==> src/rtl/gpio_edge_pkg.sv <==
package gpio_edge_pkg;

    // Register word indices; software sees them at byte offset index*4.
    localparam int unsigned IDX_W     = 3;
    localparam logic [IDX_W-1:0] RI_IN    = 3'd0;
    localparam logic [IDX_W-1:0] RI_OUT   = 3'd1;
    localparam logic [IDX_W-1:0] RI_OE    = 3'd2;
    localparam logic [IDX_W-1:0] RI_IEN   = 3'd3;
    localparam logic [IDX_W-1:0] RI_POL   = 3'd4;
    localparam logic [IDX_W-1:0] RI_AUX   = 3'd5;
    localparam logic [IDX_W-1:0] RI_CTRL  = 3'd6;
    localparam logic [IDX_W-1:0] RI_STAT  = 3'd7;

    // Control register fields.
    localparam int unsigned CTRL_W    = 4;
    localparam int unsigned CB_EXT    = 0;
    localparam int unsigned CB_FALL   = 1;
    localparam int unsigned CB_GIEN   = 2;
    localparam int unsigned CB_PEND   = 3;

    typedef enum logic [1:0] {
        SMP_SYS    = 2'd0,
        SMP_EXT_LO = 2'd1,
        SMP_EXT_HI = 2'd2
    } smp_state_e;

endpackage

==> src/rtl/gpio_edge_sampler.sv <==
module gpio_edge_sampler
    import gpio_edge_pkg::*;
#(
    parameter int unsigned SYNC_STAGES = 2
) (
    input  logic clk,
    input  logic rst_n,
    input  logic ext_clk,
    input  logic use_ext,
    input  logic fall_sel,
    output logic ext_lvl,
    output logic sample_en
);

    logic [SYNC_STAGES-1:0] sync_q;
    smp_state_e             state_q;
    smp_state_e             state_d;

    // Synchroniser chain for the external clock pin.
    generate
        if (SYNC_STAGES == 1) begin : g_sync1
            always_ff @(posedge clk or negedge rst_n) begin
                if (!rst_n) sync_q <= '0;
                else        sync_q <= ext_clk;
            end
        end else begin : g_syncn
            always_ff @(posedge clk or negedge rst_n) begin
                if (!rst_n) sync_q <= '0;
                else        sync_q <= {sync_q[SYNC_STAGES-2:0], ext_clk};
            end
        end
    endgenerate

    assign ext_lvl = sync_q[SYNC_STAGES-1];

    // State register.
    always_ff @(posedge clk or negedge rst_n) begin
        if (!rst_n) state_q <= SMP_SYS;
        else        state_q <= state_d;
    end

    // Next-state logic.
    always_comb begin
        state_d = state_q;
        unique case (state_q)
            SMP_SYS: begin
                if (use_ext) state_d = ext_lvl ? SMP_EXT_HI : SMP_EXT_LO;
            end
            SMP_EXT_LO: begin
                if (!use_ext)    state_d = SMP_SYS;
                else if (ext_lvl) state_d = SMP_EXT_HI;
            end
            SMP_EXT_HI: begin
                if (!use_ext)     state_d = SMP_SYS;
                else if (!ext_lvl) state_d = SMP_EXT_LO;
            end
            default: state_d = SMP_SYS;
        endcase
    end

    // Output logic: one pulse per selected external edge, or every cycle.
    always_comb begin
        sample_en = 1'b0;
        unique case (state_q)
            SMP_SYS:    sample_en = 1'b1;
            SMP_EXT_LO: sample_en = use_ext &  ext_lvl & ~fall_sel;
            SMP_EXT_HI: sample_en = use_ext & ~ext_lvl &  fall_sel;
            default:    sample_en = 1'b0;
        endcase
    end

endmodule

==> src/rtl/gpio_edge_detect.sv <==
module gpio_edge_detect #(
    parameter int unsigned DATA_W = 32
) (
    input  logic              clk,
    input  logic              rst_n,
    input  logic              sample_en,
    input  logic [DATA_W-1:0] pad_in,
    input  logic [DATA_W-1:0] oe,
    input  logic [DATA_W-1:0] pol,
    input  logic [DATA_W-1:0] ien,
    input  logic              gien,
    output logic [DATA_W-1:0] in_q,
    output logic [DATA_W-1:0] qual
);

    logic [DATA_W-1:0] cap_d;
    logic [DATA_W-1:0] rose;
    logic [DATA_W-1:0] fell;

    assign cap_d = pad_in & ~oe;
    assign rose  = cap_d & ~in_q;
    assign fell  = in_q & ~cap_d;

    // Edge qualification, valid only on a sampling event.
    always_comb begin
        qual = '0;
        if (sample_en && gien) begin
            qual = ((rose & pol) | (fell & ~pol)) & ien;
        end
    end

    // Capture register doubles as the previous sample for the next event.
    always_ff @(posedge clk or negedge rst_n) begin
        if (!rst_n)         in_q <= '0;
        else if (sample_en) in_q <= cap_d;
    end

endmodule

==> src/rtl/gpio_edge_outmux.sv <==
module gpio_edge_outmux #(
    parameter int unsigned DATA_W = 32
) (
    input  logic              clk,
    input  logic              rst_n,
    input  logic              sample_en,
    input  logic [DATA_W-1:0] out_reg,
    input  logic [DATA_W-1:0] aux_sel,
    input  logic [DATA_W-1:0] aux_in,
    input  logic [DATA_W-1:0] oe,
    output logic [DATA_W-1:0] pad_out
);

    logic [DATA_W-1:0] mux_d;

    generate
        for (genvar b = 0; b < DATA_W; b++) begin : g_bit
            assign mux_d[b] = oe[b] & (aux_sel[b] ? aux_in[b] : out_reg[b]);
        end
    endgenerate

    always_ff @(posedge clk or negedge rst_n) begin
        if (!rst_n)         pad_out <= '0;
        else if (sample_en) pad_out <= mux_d;
    end

endmodule

==> src/rtl/gpio_edge_regs.sv <==
module gpio_edge_regs
    import gpio_edge_pkg::*;
#(
    parameter int unsigned DATA_W = 32
) (
    input  logic              clk,
    input  logic              rst_n,
    input  logic [IDX_W-1:0]  bus_waddr,
    input  logic              bus_we,
    input  logic [DATA_W-1:0] bus_wdata,
    output logic [DATA_W-1:0] bus_rdata,
    input  logic [DATA_W-1:0] in_q,
    input  logic [DATA_W-1:0] qual,
    output logic [DATA_W-1:0] out_q,
    output logic [DATA_W-1:0] oe_q,
    output logic [DATA_W-1:0] ien_q,
    output logic [DATA_W-1:0] pol_q,
    output logic [DATA_W-1:0] aux_q,
    output logic [CTRL_W-1:0] ctrl_q,
    output logic [DATA_W-1:0] stat_q
);

    localparam int unsigned NREG = 1 << IDX_W;

    logic [NREG-1:0]   wr_hit;
    logic              any_qual;
    logic [DATA_W-1:0] stat_base;
    logic [CTRL_W-1:0] ctrl_base;
    logic [CTRL_W-1:0] pend_mask;

    generate
        for (genvar r = 0; r < NREG; r++) begin : g_dec
            assign wr_hit[r] = bus_we && (bus_waddr == IDX_W'(r));
        end
    endgenerate

    assign any_qual  = |qual;
    assign pend_mask = CTRL_W'(1) << CB_PEND;
    assign stat_base = wr_hit[RI_STAT] ? bus_wdata : stat_q;
    assign ctrl_base = wr_hit[RI_CTRL] ? bus_wdata[CTRL_W-1:0] : ctrl_q;

    always_ff @(posedge clk or negedge rst_n) begin
        if (!rst_n) begin
            out_q  <= '0;
            oe_q   <= '0;
            ien_q  <= '0;
            pol_q  <= '0;
            aux_q  <= '0;
            ctrl_q <= '0;
            stat_q <= '0;
        end else begin
            if (wr_hit[RI_OUT]) out_q <= bus_wdata;
            if (wr_hit[RI_OE])  oe_q  <= bus_wdata;
            if (wr_hit[RI_IEN]) ien_q <= bus_wdata;
            if (wr_hit[RI_POL]) pol_q <= bus_wdata;
            if (wr_hit[RI_AUX]) aux_q <= bus_wdata;
            // New edges win over a same-cycle software write.
            ctrl_q <= any_qual ? (ctrl_base | pend_mask) : ctrl_base;
            stat_q <= stat_base | qual;
        end
    end

    always_comb begin
        bus_rdata = '0;
        unique case (bus_waddr)
            RI_IN:   bus_rdata = in_q | out_q;
            RI_OUT:  bus_rdata = out_q;
            RI_OE:   bus_rdata = oe_q;
            RI_IEN:  bus_rdata = ien_q;
            RI_POL:  bus_rdata = pol_q;
            RI_AUX:  bus_rdata = aux_q;
            RI_CTRL: bus_rdata = DATA_W'(ctrl_q);
            RI_STAT: bus_rdata = stat_q;
            default: bus_rdata = '0;
        endcase
    end

endmodule

==> src/rtl/gpio_edge_ctrl.sv <==
module gpio_edge_ctrl
    import gpio_edge_pkg::*;
#(
    parameter int unsigned DATA_W      = 32,
    parameter int unsigned SYNC_STAGES = 2
) (
    input  logic              clk,
    input  logic              rst_n,
    input  logic [2:0]        bus_waddr,
    input  logic              bus_we,
    input  logic [DATA_W-1:0] bus_wdata,
    output logic [DATA_W-1:0] bus_rdata,
    input  logic [DATA_W-1:0] pad_in,
    input  logic [DATA_W-1:0] aux_in,
    input  logic              ext_clk,
    output logic [DATA_W-1:0] pad_out,
    output logic [DATA_W-1:0] pad_oe,
    output logic              irq
);

    logic [DATA_W-1:0] out_q;
    logic [DATA_W-1:0] oe_q;
    logic [DATA_W-1:0] ien_q;
    logic [DATA_W-1:0] pol_q;
    logic [DATA_W-1:0] aux_q;
    logic [CTRL_W-1:0] ctrl_q;
    logic [DATA_W-1:0] stat_q;
    logic [DATA_W-1:0] in_q;
    logic [DATA_W-1:0] qual;
    logic              sample_en;
    logic              ext_lvl;

    gpio_edge_regs #(.DATA_W(DATA_W)) u_regs (
        .clk       (clk),
        .rst_n     (rst_n),
        .bus_waddr (bus_waddr),
        .bus_we    (bus_we),
        .bus_wdata (bus_wdata),
        .bus_rdata (bus_rdata),
        .in_q      (in_q),
        .qual      (qual),
        .out_q     (out_q),
        .oe_q      (oe_q),
        .ien_q     (ien_q),
        .pol_q     (pol_q),
        .aux_q     (aux_q),
        .ctrl_q    (ctrl_q),
        .stat_q    (stat_q)
    );

    gpio_edge_sampler #(.SYNC_STAGES(SYNC_STAGES)) u_smp (
        .clk       (clk),
        .rst_n     (rst_n),
        .ext_clk   (ext_clk),
        .use_ext   (ctrl_q[CB_EXT]),
        .fall_sel  (ctrl_q[CB_FALL]),
        .ext_lvl   (ext_lvl),
        .sample_en (sample_en)
    );

    gpio_edge_detect #(.DATA_W(DATA_W)) u_det (
        .clk       (clk),
        .rst_n     (rst_n),
        .sample_en (sample_en),
        .pad_in    (pad_in),
        .oe        (oe_q),
        .pol       (pol_q),
        .ien       (ien_q),
        .gien      (ctrl_q[CB_GIEN]),
        .in_q      (in_q),
        .qual      (qual)
    );

    gpio_edge_outmux #(.DATA_W(DATA_W)) u_mux (
        .clk       (clk),
        .rst_n     (rst_n),
        .sample_en (sample_en),
        .out_reg   (out_q),
        .aux_sel   (aux_q),
        .aux_in    (aux_in),
        .oe        (oe_q),
        .pad_out   (pad_out)
    );

    assign pad_oe = oe_q;
    assign irq    = |stat_q;

endmodule

==> config.mk <==
export PLATFORM = sky130hd
export DESIGN_NAME = gpio_edge_ctrl
export DESIGN_NICKNAME = d
export VERILOG_FILES = /design/src/rtl/gpio_edge_pkg.sv /design/src/rtl/gpio_edge_sampler.sv /design/src/rtl/gpio_edge_detect.sv /design/src/rtl/gpio_edge_outmux.sv /design/src/rtl/gpio_edge_regs.sv /design/src/rtl/gpio_edge_ctrl.sv
export SDC_FILE = /design/constraint.sdc
export NUM_CORES = 1
export LEC_CHECK = 0
export BUFFER_PORTS_ARGS = -buffer_cell sky130_fd_sc_hd__buf_2
export CORE_ASPECT_RATIO = 0.7
export CORE_UTILIZATION = 40
export CTS_BUF_LIST = sky130_fd_sc_hd__clkbuf_2
export CTS_CLUSTER_SIZE = 28
export DETAILED_ROUTE_END_ITERATION = 6
export GPL_ROUTABILITY_DRIVEN = 0
export GPL_TIMING_DRIVEN = 0
export PLACE_DENSITY = 0.64
export RECOVER_POWER = 100
export SKIP_CTS_REPAIR_TIMING = 1
export SYNTH_ARGS = -nofsm -noshare
export SYNTH_HDL_FRONTEND = slang
export SYNTH_SLANG_ARGS = --single-unit
==> constraint.sdc <==
create_clock -name clk -period 4.2 [get_ports clk]
set_clock_uncertainty 0.2 [all_clocks]
set_input_delay 1.26 -clock clk [delete_from_list [all_inputs] [get_ports clk]]
set_output_delay 1.26 -clock clk [all_outputs]
set_load 0.02 [all_outputs]
==> impl_results.md <==
- Hold slack: 0.187 ns
- DP Wirelength: 31700 um
- Worst EP required: 2.74 ns
- Final Slew Violations: 58
- Dominant cell by count in the synthesized netlist: dfrtp_1
- Post-Syn Area: 0.0134 mm2
- Remaining Overflow, GRT: 0
- GRT Util Overall: 0.266
- Crit path max-delay family: buffers and inverters
- WS Path Type: in -> out
- CTS clk-pin slew, worst paths: 0.11 ns
- Die area: 0.0342 mm2
- ANT nets after route: 0
- # IOs: 200
- Worst R2R Start: u_smp.sync_q[1]
- Drt first-iter violations: 1056
- Crit path max fanout: 10
- Worst VDD drop: 0.000250 V
- WP buf/inv: 4
- CP arrival: 2.72 ns
- Finished Core Util: 0.482
- Status: complete, but fails checks
- Power per cell area: 511 mW/mm2
- Max Buffers Root-to-Sink: 3
- Vias in the first global route: 10700
- Residual DRC: 28
- DR WL/cell: 23.1 um
- Chip height: 155 um
- Part of the cycle the worst path needs: 0.995
- Synth top area share: 0.494
- First-pass GRT wire length: 66800 um
- Avg Cell Area, Syn: 11.1 um2
- Fin area: 0.0157 mm2
- Total power: 8.04 mW
- Worst path most repeated cell: buf_4
- Dpl cell area: 0.0149 mm2
- Row Count: 55
- Die width: 220 um
- H-tree depth: 3
- Yosys top cell by area: dfrtp_1
- Leading post-synthesis cells by cell area: dfrtp_1 (49%), mux2_2 (14%), nor2_1 (3.5%)
- P_leak: 7.22 nW
- Synth Flop Type: dfrtp_1
- Most frequent cells after synthesis: dfrtp_1 (264), mux2_2 (163), nor2_1 (125)
- # port buffers: 196
- Drt pass-1 iters: 7
- Syn-to-layout area delta: 17.7%
- Critical path endpoint category: output pin
- CTS sink cnt: 264
- Setup violators final: 0
- Routed vias/inst: 5.70
- Num CTS Buffers: 66
- Critical Path Max Stage Delay: 0.28 ns
- Slew @ Worst Pin: 1.60 ns
- Syn Nets: 1311
- Slew Limit Headroom: -0.0668
- Post-Route WL: 44800 um
- FF+latch count, synth: 264
- # fillers: 3071
- Storage cell area: 0.00661 mm2
- Max Cap Viol: 1
- Post-synth ARST share: 1.00
- Clk Tree Root Cell: clkbuf_2
- Violated checks: DRC, capacitance limit, slew limit
- Clk_lat worst skew: 0.98 ns
- Post-Synthesis Cells: 1208
- Setup crit start: bus_waddr[2]
- RSZ-0062 raised after global routing: yes
- Antenna violations before repair: 1
- Area of the multi-input gates: 0.00632 mm2
- F_max: 239 MHz
- CP Launch Type: input port
- Largest net degree at the start of global routing: 116
- Share of the yosys chip area belonging to registers: 0.494
- TritonCTS clock tree: done
- YS warnings: 0
- Starting Density: 0.410
- Library cells used by synthesis: 49
- Max stage delay cell, worst path: buf_4
- Worst Hold Launch: u_smp.sync_q[0]
- CP cell instances: buf_2 > buf_4 > nand2_1 > nor2_2 > buf_4 > a22o_1 > nor2_1 > o21ai_1 > buf_4
- Hold Violations, Final: 0
- Number of synthesized flops with an enable pin: 0
- Core area: 0.0326 mm2
- Hold crit path type: reg -> reg
- Share of cells above drive strength 1: 0.379
- Final min period: 4.18 ns
- Final nets: 1582
- Vias: 11100
cell usage in the layout, fill, tap and decap left out, types with 30 or more instances in the layout:
cell and n:
mux2_4 30, a21oi_1 59, nor2b_1 34, mux2_2 163
mux2_1 35, a22o_1 38, o21ai_0 72, nand2_1 106
o22ai_1 41, dfrtp_1 264, buf_2 193, clkbuf_2 99
nor2_1 121, buf_4 31
routing by layer:
layer  up-vias  global-route usage  wire length (um)  part of all wire
met5         -                   0                 8           0.00018
met4         2              0.0860              1000             0.022
met3        81              0.0710              4170             0.093
met2       538               0.369             18400              0.41
met1      5511               0.398             21200              0.47
li1       4940                   -                 -                 -
registers in the layout, indices dropped and copies added, names as in the netlist, 32 cells and up:
name,cells
u_det.in_q,32
u_regs.ien_q,32
u_regs.out_q,32
u_regs.stat_q,32
u_regs.aux_q,32
u_mux.pad_out,32
u_regs.pol_q,32
u_regs.oe_q,32
final cells by class:
| cell class | count | share of cell area |
|---|---|---|
| Multi-Input combinational cell | 872 | 0.402 |
| Timing Repair Buffer | 203 | 0.0705 |
| Clock buffer | 93 | 0.0296 |
| Buffer | 69 | 0.0351 |
| Antenna cell | 1 | 0.000159 |
| Clock inverter | 11 | 0.00764 |
| Tap cell | 427 | 0.0340 |
| Inverter | 3 | 0.00103 |
| Sequential cell | 264 | 0.420 |
cell families after synthesis:
family / share of synthesized area
AND/OR/NAND/NOR: 0.141
flip-flops: 0.494
AO/OA/AOI/OAI: 0.120
multiplexers: 0.210
buffers and inverters: 0.0357
per-stage QoR:
step / TNS [ns] / worst slack, ns / cells
after floorplan: 0 / 0.193 / 1208
after global routing: -0.0538 / -0.0273 / 1942
after CTS: -9.34 / -0.579 / 1937
after global placement: -894.94 / -3.40 / 1831
final: 0 / 0.0231 / 1943
after detailed placement: -9.28 / -0.575 / 1833
final timing paths:
kind / to / slack, ns / cells past startpoint
worst min-delay path: u_smp.sync_q[1] / 0.19 / 0
max in group asynchronous: u_regs.pol_q[21] / 0.97 / 4
worst min register to register: u_smp.sync_q[1] / 0.19 / 0
min in group asynchronous: u_regs.ien_q[9] / 1.02 / 2
worst max-delay path: bus_rdata[8] / 0.02 / 9
worst max register to register: u_mux.pad_out[15] / 1.83 / 5
report_power, final:
group	switching [mW]	leakage, nW	internal, mW
logic	1.30	3.59	1.09
clock network	1.08	0.447	0.763
registers	0.640	3.19	3.17
No activity file was read; power rests on OpenSTA's default activity.
